$ cat config.mk
export PLATFORM = sky130hd
export DESIGN_NAME = tmo_retry_timer
export DESIGN_NICKNAME = d
export VERILOG_FILES = /design/src/rtl/tmr_pkg.sv /design/src/rtl/tmr_tick_sel.sv /design/src/rtl/tmr_period_cnt.sv /design/src/rtl/tmr_retry_ctrl.sv /design/src/rtl/tmo_retry_timer.sv
export SDC_FILE = /design/constraint.sdc
export NUM_CORES = 1
export LEC_CHECK = 0
export ABC_AREA = 0
export BUFFER_PORTS_ARGS = -buffer_cell sky130_fd_sc_hd__clkbuf_2
export CORE_ASPECT_RATIO = 0.75
export CORE_MARGIN = 5
export CORE_UTILIZATION = 48
export DETAILED_ROUTE_END_ITERATION = 10
export PLACE_DENSITY = 0.74
export SYNTH_ARGS = -nofsm -noshare
export SYNTH_HDL_FRONTEND = slang
export SYNTH_SLANG_ARGS = --single-unit
$ cat constraint.sdc
create_clock -name clk -period 2 [get_ports clk]
set_clock_uncertainty 0.1 [all_clocks]
set_input_delay 0.2 -clock clk [delete_from_list [all_inputs] [get_ports clk]]
set_output_delay 0.2 -clock clk [all_outputs]
set_load 0.01 [all_outputs]
$ cat src/rtl/tmr_pkg.sv
package tmr_pkg;
  localparam int RC_W = 3;
  localparam logic [RC_W-1:0] RC_FOREVER = '1;

  // retries remain when the limit is unlimited or not yet reached
  function automatic logic more_left(input logic [RC_W-1:0] used,
                                     input logic [RC_W-1:0] limit);
    return (limit == RC_FOREVER) || (used < limit);
  endfunction

  // saturating increment of the restart tally
  function automatic logic [RC_W-1:0] bump_sat(input logic [RC_W-1:0] v);
    return (v == RC_FOREVER) ? v : v + 1'b1;
  endfunction

  // the frame-sync source applies only in the frame-sync clock mode
  function automatic logic pick_tick(input logic sel, input logic fs_mode,
                                     input logic tx, input logic fs);
    return (sel && fs_mode) ? fs : tx;
  endfunction
endpackage

$ cat src/rtl/tmr_tick_sel.sv
module tmr_tick_sel
  import tmr_pkg::*;
(
  input  logic clk,
  input  logic rst_n,
  input  logic src_fsync,
  input  logic fsync_clk_mode,
  input  logic txclk_tick,
  input  logic fsync_tick,
  output logic tick
);
  assign tick = pick_tick(src_fsync, fsync_clk_mode, txclk_tick, fsync_tick);

  // a tick always comes from one of the two enables
  a_r1_tick_has_source: assert property (@(posedge clk) disable iff (!rst_n)
    tick |-> (txclk_tick || fsync_tick));
  // outside frame-sync clock mode the frame-sync enable is ignored
  a_r1_fsync_ignored: assert property (@(posedge clk) disable iff (!rst_n)
    (!fsync_clk_mode && !txclk_tick) |-> !tick);
endmodule

$ cat src/rtl/tmr_period_cnt.sv
module tmr_period_cnt #(
  parameter int VAL_W = 16
) (
  input  logic             clk,
  input  logic             rst_n,
  input  logic             load,
  input  logic             tick_en,
  input  logic [VAL_W-1:0] period,
  output logic             expire
);
  logic [VAL_W-1:0] remain;

  assign expire = tick_en && (remain == '0);

  always_ff @(posedge clk or negedge rst_n) begin
    if (!rst_n)                         remain <= '0;
    else if (load)                      remain <= period;
    else if (tick_en && remain != '0)   remain <= remain - 1'b1;
  end

  // each counted tick takes one step off the remaining time
  a_r2_tick_decrements: assert property (@(posedge clk) disable iff (!rst_n)
    (tick_en && !load && remain != '0) |=> remain == $past(remain) - 1'b1);
  // the count holds steady between ticks
  a_r2_hold_without_tick: assert property (@(posedge clk) disable iff (!rst_n)
    (!tick_en && !load) |=> $stable(remain));
endmodule

$ cat src/rtl/tmr_retry_ctrl.sv
module tmr_retry_ctrl
  import tmr_pkg::*;
(
  input  logic            clk,
  input  logic            rst_n,
  input  logic            start_evt,
  input  logic            stop_evt,
  input  logic            expire,
  input  logic            proto_mode,
  input  logic [RC_W-1:0] retry_cnt,
  output logic            reload,
  output logic            running,
  output logic            tmr_irq,
  output logic            poll_req,
  output logic            retry_exhausted
);
  logic [RC_W-1:0] used_q;
  logic [RC_W-1:0] limit_q;
  logic            left;

  assign left   = more_left(used_q, limit_q);
  assign reload = expire && left && !stop_evt && !start_evt;

  always_ff @(posedge clk or negedge rst_n) begin
    if (!rst_n) begin
      running <= 1'b0; used_q <= '0; limit_q <= '0;
      tmr_irq <= 1'b0; poll_req <= 1'b0; retry_exhausted <= 1'b0;
    end else begin
      tmr_irq <= 1'b0; poll_req <= 1'b0; retry_exhausted <= 1'b0;
      if (stop_evt) begin
        running <= 1'b0;
        used_q  <= '0;
      end else if (start_evt) begin
        running <= 1'b1;
        used_q  <= '0;
        limit_q <= retry_cnt;
      end else if (expire) begin
        if (!proto_mode) tmr_irq <= 1'b1;
        if (left) begin
          if (proto_mode) poll_req <= 1'b1;
          used_q  <= bump_sat(used_q);
          limit_q <= retry_cnt;
        end else begin
          running <= 1'b0;
          if (proto_mode) retry_exhausted <= 1'b1;
        end
      end
    end
  end

  // a stop always leaves the timer idle
  a_r3_stop_halts: assert property (@(posedge clk) disable iff (!rst_n)
    stop_evt |=> !running);
  // interrupts only in software mode
  a_r4_irq_software_only: assert property (@(posedge clk) disable iff (!rst_n)
    (expire && proto_mode) |=> !tmr_irq);
  // exhaustion ends the run
  a_r9_exhaust_stops: assert property (@(posedge clk) disable iff (!rst_n)
    retry_exhausted |-> !running);
  // a poll and an exhaustion never coincide
  a_r8_poll_excl_exhaust: assert property (@(posedge clk) disable iff (!rst_n)
    !(poll_req && retry_exhausted));
  // pulses only follow a cycle in which the timer was running
  a_r10_pulse_after_run: assert property (@(posedge clk) disable iff (!rst_n)
    (tmr_irq || poll_req || retry_exhausted) |-> $past(running));
endmodule

$ cat src/rtl/tmo_retry_timer.sv
module tmo_retry_timer
  import tmr_pkg::*;
#(
  parameter int VAL_W = 16
) (
  input  logic             clk,
  input  logic             rst_n,
  input  logic             src_fsync,
  input  logic             fsync_clk_mode,
  input  logic             proto_mode,
  input  logic [RC_W-1:0]  retry_cnt,
  input  logic [VAL_W-1:0] period,
  input  logic             txclk_tick,
  input  logic             fsync_tick,
  input  logic             cmd_start,
  input  logic             cmd_stop,
  input  logic             iframe_sent,
  input  logic             link_ack,
  output logic             running,
  output logic             tmr_irq,
  output logic             poll_req,
  output logic             retry_exhausted
);
  logic tick, tick_en, start_evt, stop_evt, expire, reload, load;

  // command decode: the stop-type event always wins
  assign stop_evt  = proto_mode ? link_ack : cmd_stop;
  assign start_evt = !stop_evt && (proto_mode ? iframe_sent : cmd_start);
  assign tick_en   = running && tick && !start_evt && !stop_evt;
  assign load      = start_evt || reload;

  tmr_tick_sel u_tick (
    .clk(clk), .rst_n(rst_n), .src_fsync(src_fsync),
    .fsync_clk_mode(fsync_clk_mode), .txclk_tick(txclk_tick),
    .fsync_tick(fsync_tick), .tick(tick)
  );

  tmr_period_cnt #(.VAL_W(VAL_W)) u_cnt (
    .clk(clk), .rst_n(rst_n), .load(load), .tick_en(tick_en),
    .period(period), .expire(expire)
  );

  tmr_retry_ctrl u_ctrl (
    .clk(clk), .rst_n(rst_n), .start_evt(start_evt), .stop_evt(stop_evt),
    .expire(expire), .proto_mode(proto_mode), .retry_cnt(retry_cnt),
    .reload(reload), .running(running), .tmr_irq(tmr_irq),
    .poll_req(poll_req), .retry_exhausted(retry_exhausted)
  );

  // no pulse while held idle
  a_r12_quiet_when_idle: assert property (@(posedge clk) disable iff (!rst_n)
    (!$past(running)) |-> !(tmr_irq || poll_req || retry_exhausted));
  // a start always leaves the timer running
  a_r10_start_runs: assert property (@(posedge clk) disable iff (!rst_n)
    start_evt |=> running);
endmodule

==> report_table.html, run 1 <==
<table>
<tr><th>Metric</th><th>Value</th></tr>
<tr><th colspan="2">Run status</th></tr>
<tr><td>Run status</td><td>finished with violations</td></tr>
<tr><td>Violations in the final reports</td><td>negative setup slack</td></tr>
<tr><th colspan="2">Synth</th></tr>
<tr><td>Cell area after synthesis</td><td>1570 um2</td></tr>
<tr><td>Number of flops mapped to enable cells by yosys</td><td>0</td></tr>
<tr><td>Mean post-synth cell area</td><td>9.73 um2</td></tr>
<tr><td>Main synth FF type</td><td>dfrtp_1</td></tr>
<tr><td>Net count of the mapped netlist</td><td>197</td></tr>
<tr><td>Yosys reg bits</td><td>26</td></tr>
<tr><td>Share of the yosys chip area belonging to registers</td><td>41.5%</td></tr>
<tr><td>Unique cell type count in the Yosys netlist</td><td>53</td></tr>
<tr><td>Yosys warnings</td><td>0</td></tr>
<tr><td>Share of synthesized registers carrying an async set or reset</td><td>100%</td></tr>
<tr><td>Post-Syn Instances</td><td>161</td></tr>
<tr><th colspan="2">Worst setup path</th></tr>
<tr><td>Worst setup EP type</td><td>flop</td></tr>
<tr><td>Depth of the critical timing path with buffers and inverters included</td><td>7</td></tr>
<tr><td>Worst-path fanout max</td><td>6</td></tr>
<tr><td>Endpoint of the most critical setup path</td><td>u_cnt.remain[15]$_DFFE_PN0P_</td></tr>
<tr><td>Worst endpoint required time</td><td>2.10 ns</td></tr>
<tr><td>Crit Path Category</td><td>flop to flop</td></tr>
<tr><td>Worst stage delay on the critical path</td><td>0.54 ns</td></tr>
<tr><td>Startpoint of the worst setup timing path</td><td>u_cnt.remain[6]$_DFFE_PN0P_</td></tr>
<tr><td>Worst r2r dst</td><td>u_cnt.remain[15]$_DFFE_PN0P_</td></tr>
<tr><td>CP top delay family</td><td>simple AND/OR/NAND/NOR gates</td></tr>
<tr><td>Worst-path cell with the longest stage delay</td><td>or4_4</td></tr>
<tr><td>Arr. time, crit path</td><td>2.36 ns</td></tr>
<tr><td>List of cells traversed by the critical path</td><td>buf_6 &gt; or4_4 &gt; or4_4 &gt; nor4_4 &gt; xor2_1 &gt; o22ai_1 &gt; nor2_1</td></tr>
<tr><td>Crit path buf inv count</td><td>1</td></tr>
<tr><td>Startpoint kind of the worst setup timing path</td><td>flop</td></tr>
<tr><td>Critical path's most frequent cell</td><td>or4_4</td></tr>
<tr><td>Number of cells on the worst reg-to-reg path</td><td>7</td></tr>
<tr><td>Minimum setup slack among reg-to-reg paths</td><td>-0.26 ns</td></tr>
<tr><td>Reg-to-reg critical path startpoint</td><td>u_cnt.remain[6]$_DFFE_PN0P_</td></tr>
<tr><th colspan="2">Route</th></tr>
<tr><td>Post-route DRC</td><td>0</td></tr>
<tr><td>Total routed wirelength</td><td>4330 um</td></tr>
<tr><td>Initial DRT Pass Iterations</td><td>4</td></tr>
<tr><td>Average wire length per cell after detail routing</td><td>15.3 um</td></tr>
<tr><td>Vias/cell</td><td>5.67</td></tr>
<tr><td>Number of antenna-violating nets in the routed design</td><td>0</td></tr>
<tr><td>Via count</td><td>1611</td></tr>
<tr><td>Number of DRC markers after the initial detailed-route iteration</td><td>97</td></tr>
<tr><th colspan="2">Clock network</th></tr>
<tr><td>Max Buffers Root-to-Sink</td><td>2</td></tr>
<tr><td>CTS Root Cell</td><td>clkbuf_8</td></tr>
<tr><td>H-tree levels</td><td>1</td></tr>
<tr><td>CTS tree</td><td>done</td></tr>
<tr><td>Clock transition at the registers of the reported paths</td><td>0.10 ns</td></tr>
<tr><td>Number of buffers created by CTS</td><td>3</td></tr>
<tr><td>Clk Latency, worst-skew pair</td><td>0.28 ns</td></tr>
<tr><td># clock sinks</td><td>26</td></tr>
<tr><th colspan="2">Timing</th></tr>
<tr><td>Unrepaired setup endpoints after global routing</td><td>true</td></tr>
<tr><td>Final count of pins violating max slew</td><td>0</td></tr>
<tr><td>Post-route minimum period</td><td>2.26 ns</td></tr>
<tr><td>Slew HR</td><td>55.7%</td></tr>
<tr><td>Worst hold slack</td><td>0.0331 ns</td></tr>
<tr><td>Maximum frequency from static timing analysis</td><td>442 MHz</td></tr>
<tr><td>Final hold viol count</td><td>0</td></tr>
<tr><td>Worst-Margin Slew</td><td>0.664 ns</td></tr>
<tr><td>Share of the clock period used by the worst path after layout</td><td>113%</td></tr>
<tr><td>Final critical-path setup slack</td><td>-0.260 ns</td></tr>
<tr><td>Sum Neg Setup Slack</td><td>-4.09 ns</td></tr>
<tr><td>Final count of negative-setup-slack endpoints</td><td>26</td></tr>
<tr><th colspan="2">Finish</th></tr>
<tr><td>Area growth from synthesis to layout</td><td>44.2%</td></tr>
<tr><td>Filler instances</td><td>261</td></tr>
<tr><td>Fraction of final layout cells with drive strength greater than 1</td><td>43.9%</td></tr>
<tr><td>Util after Layout</td><td>70.2%</td></tr>
<tr><td>Number of antenna diodes</td><td>0</td></tr>
<tr><td>Net total in the final layout</td><td>281</td></tr>
<tr><th colspan="2">Floorplan</th></tr>
<tr><td>Num ports</td><td>34</td></tr>
<tr><td>Core Footprint</td><td>3220 um2</td></tr>
<tr><td>X dimension of the die</td><td>76.0 um</td></tr>
<tr><td>Height of the die</td><td>59.5 um</td></tr>
<tr><td>Core Rows</td><td>18</td></tr>
<tr><td>Die area</td><td>4520 um2</td></tr>
<tr><td>Starting Density</td><td>48.6%</td></tr>
<tr><th colspan="2">Min path</th></tr>
<tr><td>Worst Hold Launch</td><td>period[13]</td></tr>
<tr><td>Class of the tightest hold or removal check</td><td>primary input to flop</td></tr>
<tr><th colspan="2">Run</th></tr>
<tr><td>Count of max-cap constraint violations</td><td>0</td></tr>
<tr><th colspan="2">Placement</th></tr>
<tr><td>Count of input and output buffers</td><td>33</td></tr>
<tr><td>Placer Congestion</td><td>0.887</td></tr>
<tr><td>Dpl hpwl</td><td>3280 um</td></tr>
<tr><td>Post-placement worst setup slack</td><td>-0.238 ns</td></tr>
<tr><th colspan="2">Global routing</th></tr>
<tr><td>First-pass GRT wire length</td><td>7580 um</td></tr>
<tr><td>Aggregate global-route resource usage</td><td>20.6%</td></tr>
<tr><td>Number of global-route vias before repair</td><td>1826</td></tr>
<tr><td>Remaining global-route overflow</td><td>0</td></tr>
<tr><td>Number of antenna violations at the first check in global routing</td><td>0</td></tr>
<tr><td>Maximum number of pins on one net before global-route repair</td><td>27</td></tr>
<tr><th colspan="2">Power and ir drop</th></tr>
<tr><td>Power density over the cells</td><td>698 nW/um2</td></tr>
<tr><td>Total Power</td><td>1.58 mW</td></tr>
<tr><td>Worst vdd ir</td><td>444 uV</td></tr>
<tr><td>Leakage power summed over all cells</td><td>1.07 nW</td></tr>
</table>
==> routing by layer <==
metal / wire length, um / part of all wire [%] / vias up / GRT usage, %
met5: 0 / 0 / - / 0
met3: 193 / 4.5 / 9 / 4.56
met4: 67 / 1.5 / 0 / 8.12
met1: 1810 / 42 / 790 / 22.6
met2: 2260 / 52 / 37 / 39.0
li1: - / - / 775 / -
==> power breakdown <==
group / total (mW) / switching, mW / internal, mW
clock: 0.344 / 0.168 / 0.176
sequential: 0.680 / 0.0752 / 0.605
combinational: 0.553 / 0.260 / 0.293
==> cell usage in the layout (no fill, tap or decap), types with 2 or more instances in the layout <==
master     n
a21boi_0   2
inv_1      5
or3_1      2
ha_1       6
o21ai_0    2
or4_1      2
a21o_1     3
nor2_1    12
xnor2_1    2
nor3_1     5
o21ai_1    9
o31ai_1    3
clkbuf_8   4
o31a_1     2
dfrtp_1   26
a21oi_1    4
and3_1     3
and2_1     3
buf_6      3
a31oi_1    4
nand2_1   20
nand3_1    2
a221o_1    4
or4_4      3
o221ai_1   2
buf_4     47
clkbuf_2  33
==> flip-flops by register name, indices dropped and copies added (netlist names) <==
register                flops
u_ctrl.used_q               3
u_ctrl.tmr_irq              1
u_ctrl.retry_exhausted      1
u_ctrl.running              1
u_cnt.remain               16
u_ctrl.poll_req             1
u_ctrl.limit_q              3
==> Yosys cell counts (2+ instances only) <==
library cell  instances  area share, %
or3_1                 2           0.80
a21o_1                3            1.4
xnor2_1               2            1.1
or4_1                 2           0.96
a21oi_1               4            1.3
ha_1                  6            4.8
o31ai_1               3            1.4
dfrtp_1              26             42
or4_4                 3            2.2
o21ai_1               9            2.9
buf_2                 3           0.96
a21boi_0              2           0.96
nand3_1               2           0.64
and3_1                3            1.2
nor2_1               13            3.1
o221ai_1              2            1.1
a31oi_1               5            2.0
a221o_1               4            2.6
nor3_1                6            1.9
o22ai_1               2           0.80
o21ai_0               2           0.64
and2_1                3            1.2
inv_1                 5            1.2
nand2_1              20            4.8
==> final cells by class <==
type | count | area, um2 | share of cell area, %
repair buffers | 84 | 562 | 24.9
well taps | 40 | 50.0 | 2.21
inverters | 5 | 18.8 | 0.831
clock buffers | 4 | 55.1 | 2.44
multi-input cells | 125 | 923 | 40.9
flip-flops and latches | 26 | 651 | 28.8
==> per-stage QoR <==
stage	std cells	instance area, um2
finish	284	2260
global route	284	2260
CTS	284	2250
detailed placement	275	2110
global placement	275	2110
floorplan	161	1610
==> cell families (layout without fill, tap and decap cells) <==
logic type	count (synthesis)	after routing	share of synthesized area (%)
XOR/XNOR	3	3	1.68
AO/OA/AOI/OAI	48	49	23.1
buffers and inverters	11	93	3.59
AND/OR/NAND/NOR	66	66	24.7
multiplexers	1	1	0.639
adder cells (fa/ha/maj)	6	6	4.79
flip-flops	26	26	41.5
==> what timing repair did <==
| item | CTS | global route |
|---|---|---|
| hold buffers | 1 | 0 |
| cloned | 1 | 0 |
| resized for setup | 9 | 1 |
| hold endpoints to repair | 26 | 0 |
| pin swaps | 4 | 1 |
| setup buffers | 3 | 0 |
| setup endpoints to repair | 26 | 26 |
==> worst min path at each step <==
stage | depth (start not counted) | slack (ns) | end
6_report | 2 | 0.03 | u_cnt.remain[13]$_DFFE_PN0P_
5_1_grt | 2 | 0.03 | u_cnt.remain[13]$_DFFE_PN0P_
4_1_cts | 3 | 0.03 | u_cnt.remain[1]$_DFFE_PN0P_
3_5_place_dp | 1 | 0.17 | u_ctrl.tmr_irq$_DFF_PN0_
3_3_place_gp | 1 | 0.15 | u_ctrl.tmr_irq$_DFF_PN0_
2_1_floorplan | 0 | -0.20 | u_cnt.remain[0]$_DFFE_PN0P_
(Power assumes the default switching activity.)
==> run 2, diff against run 1 <==
--- a/config.mk
+++ b/config.mk
@@ -8,7 +8,6 @@
 export ABC_AREA = 0
 export BUFFER_PORTS_ARGS = -buffer_cell sky130_fd_sc_hd__clkbuf_2
 export CORE_ASPECT_RATIO = 0.75
-export CORE_MARGIN = 5
 export CORE_UTILIZATION = 48
 export DETAILED_ROUTE_END_ITERATION = 10
 export PLACE_DENSITY = 0.74
==> run 2 against run 1 <==
The flow still finishes with violations (negative setup slack). Power up 8.7%. First-iteration DRC count up 18%. Maximum frequency down 3.0%. Critical path depth up 2. Worst setup slack worse by 0.069 ns. Final area up 7.4%. Routed wire length up 30%. Global-route usage up 11 points. Core utilization up 10 points. Hold slack worse by 0.0071 ns.
==> report_table.html, run 2 (synthesized netlist as in run 1, its figures left out) <==
<table>
<tr><th>Metric</th><th>Value</th></tr>
<tr><th colspan="2">Power and ir drop</th></tr>
<tr><td>Total Power</td><td>1.71 mW (+8.7%)</td></tr>
<tr><td>Leakage power summed over all cells</td><td>1.13 nW (+5.4%)</td></tr>
<tr><td>Power density over the cells</td><td>706 nW/um2 (+1.2%)</td></tr>
<tr><td>Worst vdd ir</td><td>561 uV (+26%)</td></tr>
<tr><th colspan="2">Route</th></tr>
<tr><td>Initial DRT Pass Iterations</td><td>5 (+1)</td></tr>
<tr><td>Vias/cell</td><td>6.31 (+11%)</td></tr>
<tr><td>Total routed wirelength</td><td>5640 um (+30%)</td></tr>
<tr><td>Number of DRC markers after the initial detailed-route iteration</td><td>114 (+18%)</td></tr>
<tr><td>Via count</td><td>1817 (+13%)</td></tr>
<tr><td>Number of antenna-violating nets in the routed design</td><td>0 (unchanged)</td></tr>
<tr><td>Post-route DRC</td><td>0 (unchanged)</td></tr>
<tr><td>Average wire length per cell after detail routing</td><td>19.6 um (+28%)</td></tr>
<tr><th colspan="2">Clock network</th></tr>
<tr><td>Clock transition at the registers of the reported paths</td><td>0.09 ns (about the same)</td></tr>
<tr><td>Number of buffers created by CTS</td><td>3 (unchanged)</td></tr>
<tr><td>CTS Root Cell</td><td>clkbuf_8</td></tr>
<tr><td>H-tree levels</td><td>1 (unchanged)</td></tr>
<tr><td>Max Buffers Root-to-Sink</td><td>2 (unchanged)</td></tr>
<tr><td>CTS tree</td><td>done</td></tr>
<tr><td># clock sinks</td><td>26 (unchanged)</td></tr>
<tr><td>Clk Latency, worst-skew pair</td><td>0.27 ns (about the same)</td></tr>
<tr><th colspan="2">Placement</th></tr>
<tr><td>Count of input and output buffers</td><td>33 (unchanged)</td></tr>
<tr><td>Cell count after placement</td><td>273 (-0.73%)</td></tr>
<tr><td>Placer Congestion</td><td>0.859 (-3.1%)</td></tr>
<tr><td>Post-placement worst setup slack</td><td>-0.288 ns (-0.0493 ns)</td></tr>
<tr><td>Dpl hpwl</td><td>3420 um (+4.5%)</td></tr>
<tr><th colspan="2">Worst setup path</th></tr>
<tr><td>Startpoint kind of the worst setup timing path</td><td>flop</td></tr>
<tr><td>Number of cells on the worst reg-to-reg path</td><td>9 (+2)</td></tr>
<tr><td>Reg-to-reg critical path startpoint</td><td>u_cnt.remain[5]$_DFFE_PN0P_</td></tr>
<tr><td>Arr. time, crit path</td><td>2.45 ns (+0.09 ns)</td></tr>
<tr><td>Worst r2r dst</td><td>u_cnt.remain[12]$_DFFE_PN0P_</td></tr>
<tr><td>List of cells traversed by the critical path</td><td>or3_4 &gt; nor3b_4 &gt; buf_6 &gt; nand3_4 &gt; buf_6 &gt; o31ai_4 &gt; buf_6 &gt; buf_6 &gt; a211o_1</td></tr>
<tr><td>Worst endpoint required time</td><td>2.12 ns (+0.02 ns)</td></tr>
<tr><td>Minimum setup slack among reg-to-reg paths</td><td>-0.33 ns (-0.07 ns)</td></tr>
<tr><td>CP top delay family</td><td>simple AND/OR/NAND/NOR gates</td></tr>
<tr><td>Worst stage delay on the critical path</td><td>0.43 ns (-0.11 ns)</td></tr>
<tr><td>Critical path's most frequent cell</td><td>buf_6</td></tr>
<tr><td>Crit Path Category</td><td>flop to flop</td></tr>
<tr><td>Worst-path fanout max</td><td>4 (-2)</td></tr>
<tr><td>Crit path buf inv count</td><td>4 (+3)</td></tr>
<tr><td>Worst-path cell with the longest stage delay</td><td>or3_4</td></tr>
<tr><td>Worst setup EP type</td><td>flop</td></tr>
<tr><th colspan="2">Timing</th></tr>
<tr><td>Final critical-path setup slack</td><td>-0.330 ns (-0.0695 ns)</td></tr>
<tr><td>Final count of negative-setup-slack endpoints</td><td>26 (unchanged)</td></tr>
<tr><td>Final count of pins violating max slew</td><td>0 (unchanged)</td></tr>
<tr><td>Final hold viol count</td><td>0 (unchanged)</td></tr>
<tr><td>Worst-Margin Slew</td><td>0.708 ns (+0.0442 ns)</td></tr>
<tr><td>Post-route minimum period</td><td>2.33 ns (+0.0695 ns)</td></tr>
<tr><td>Sum Neg Setup Slack</td><td>-6.39 ns (-2.30 ns)</td></tr>
<tr><td>Maximum frequency from static timing analysis</td><td>429 MHz (-3.0%)</td></tr>
<tr><td>Slew HR</td><td>52.8% (-2.9 points)</td></tr>
<tr><td>Unrepaired setup endpoints after global routing</td><td>true</td></tr>
<tr><td>Share of the clock period used by the worst path after layout</td><td>116% (+3.5 points)</td></tr>
<tr><th colspan="2">Finish</th></tr>
<tr><td>Filler instances</td><td>179 (-31%)</td></tr>
<tr><td>Registers with the most flip-flops</td><td>u_cnt.remain: 16 flops, u_ctrl.limit_q: 3 flops, u_ctrl.used_q: 3 flops</td></tr>
<tr><td>Number of antenna diodes</td><td>0 (unchanged)</td></tr>
<tr><td>Register cell area after layout</td><td>652 um2 (+0.19%)</td></tr>
<tr><td>Highest-count cells in the layout ignoring fill and taps</td><td>46 x buf_4, 33 x clkbuf_2, 25 x dfrtp_1, 12 x nand2_1, 11 x nor2_1</td></tr>
<tr><td>Leading cell type in the layout, fill and taps excluded</td><td>buf_4</td></tr>
<tr><td>Fraction of final layout cells with drive strength greater than 1</td><td>53.2% (+9.3 points)</td></tr>
<tr><td>Area growth from synthesis to layout</td><td>55.0%</td></tr>
<tr><td>Final cell count without fillers</td><td>288 (+1.4%)</td></tr>
<tr><td>Max FFs per register</td><td>16 (unchanged)</td></tr>
<tr><td>Top reg by flops</td><td>u_cnt.remain</td></tr>
<tr><td>Area occupied by multi-input gates</td><td>1030 um2 (+11%)</td></tr>
<tr><td>Net total in the final layout</td><td>287 (+2.1%)</td></tr>
<tr><th colspan="2">Global routing</th></tr>
<tr><td>Maximum number of pins on one net before global-route repair</td><td>27 (unchanged)</td></tr>
<tr><td>Aggregate global-route resource usage</td><td>31.2% (+11 points)</td></tr>
<tr><td>Number of global-route vias before repair</td><td>1782 (-2.4%)</td></tr>
<tr><td>Remaining global-route overflow</td><td>0 (unchanged)</td></tr>
<tr><td>Number of antenna violations at the first check in global routing</td><td>0 (unchanged)</td></tr>
<tr><td>First-pass GRT wire length</td><td>7950 um (+4.9%)</td></tr>
<tr><th colspan="2">Floorplan</th></tr>
<tr><td>Starting Density</td><td>51.9% (+3.2 points)</td></tr>
<tr><td>Height of the die</td><td>51.5 um (-13%)</td></tr>
<tr><td>Die area</td><td>3500 um2 (-23%)</td></tr>
<tr><td>Core Footprint</td><td>3020 um2 (-6.2%)</td></tr>
<tr><td>X dimension of the die</td><td>68.0 um (-11%)</td></tr>
<tr><td>Num ports</td><td>34 (unchanged)</td></tr>
<tr><td>Core Rows</td><td>17 (-1)</td></tr>
<tr><th colspan="2">Min path</th></tr>
<tr><td>Class of the tightest hold or removal check</td><td>primary input to flop</td></tr>
<tr><td>Worst Hold Launch</td><td>retry_cnt[0]</td></tr>
<tr><td>Number of cells traversed by the worst hold path</td><td>3 (+1)</td></tr>
<tr><td>Sink of the worst hold path</td><td>u_ctrl.limit_q[0]$_DFFE_PN0P_</td></tr>
<tr><th colspan="2">Run status</th></tr>
<tr><td>Violations in the final reports</td><td>negative setup slack</td></tr>
<tr><td>Run status</td><td>finished with violations</td></tr>
<tr><th colspan="2">Run</th></tr>
<tr><td>Count of max-cap constraint violations</td><td>0 (unchanged)</td></tr>
</table>
[run 2: cell types whose count changed in the layout (fill, tap and decap cells not counted), moves of 3 or more]
cell / before / now
nand2_1: 20 / 12
buf_6: 3 / 9
nand2_2: 0 / 7
o21ai_2: 0 / 4
o21ai_1: 9 / 6
[run 2: stage by stage]
stage | cell area [um2] | hold slack, ns | util [%]
after floorplan | 1610 | -0.196 | -
after global placement | 2110 | 0.152 | 69.9
after detailed placement | 2110 | 0.168 | 69.9
after CTS | 2350 | 0.0187 | 77.8
after global routing | 2430 | 0.0329 | 80.4
final | 2430 | 0.0260 | 80.4
[run 2: layout make-up]
| class | count | area share, % |
|---|---|---|
| multi-input cells | 125 | 42.3 |
| flip-flops and latches | 26 | 26.9 |
| repair buffers | 90 | 25.8 |
| clock buffers | 4 | 2.27 |
| well taps | 38 | 1.96 |
| inverters | 5 | 0.773 |
[run 2: per-layer routing]
metal / track usage [%] / routed length (um) / up-vias
li1: - / - / 789
met1: 38.5 / 2180 / 875
met2: 54.7 / 2760 / 124
met3: 5.80 / 458 / 29
met4: 8.68 / 238 / 0
met5: 0 / 0 / -
[run 2: report_power, final]
part           internal (mW)  leakage, nW  switching (mW)  total (mW)
sequential             0.606        0.324          0.0836       0.689
clock                  0.176       0.0288           0.169       0.345
combinational          0.346        0.774           0.334       0.681
total                   1.13         1.13           0.587        1.71
[run 2: how the worst max path moves through the flow]
stage                                 start                      endpoint  cells past startpoint
6_report        u_cnt.remain[5]$_DFFE_PN0P_  u_cnt.remain[12]$_DFFE_PN0P_                      9
5_1_grt         u_cnt.remain[5]$_DFFE_PN0P_   u_cnt.remain[6]$_DFFE_PN0P_                      9
4_1_cts         u_cnt.remain[1]$_DFFE_PN0P_  u_cnt.remain[15]$_DFFE_PN0P_                      6
3_5_place_dp   u_cnt.remain[11]$_DFFE_PN0P_   u_cnt.remain[4]$_DFFE_PN0P_                      6
3_3_place_gp   u_cnt.remain[11]$_DFFE_PN0P_   u_cnt.remain[4]$_DFFE_PN0P_                      6
2_1_floorplan   u_cnt.remain[1]$_DFFE_PN0P_  u_cnt.remain[15]$_DFFE_PN0P_                      7
[run 2: what timing repair did]
| item | 4_1_cts | 5_1_grt |
|---|---|---|
| hold buffers | 1 | 0 |
| endpoints found under the hold margin | 26 | 0 |
| pin swaps | 8 | 19 |
| setup buffers | 6 | 1 |
| resized for setup | 26 | 18 |
| cloned | 3 | 0 |
| setup endpoints to repair | 26 | 26 |
[run 2: worst min-delay path, cell delays in order]
cell	delay, ns
clkbuf_2	0.08
nand2_2	0.04
nand2_1	0.04
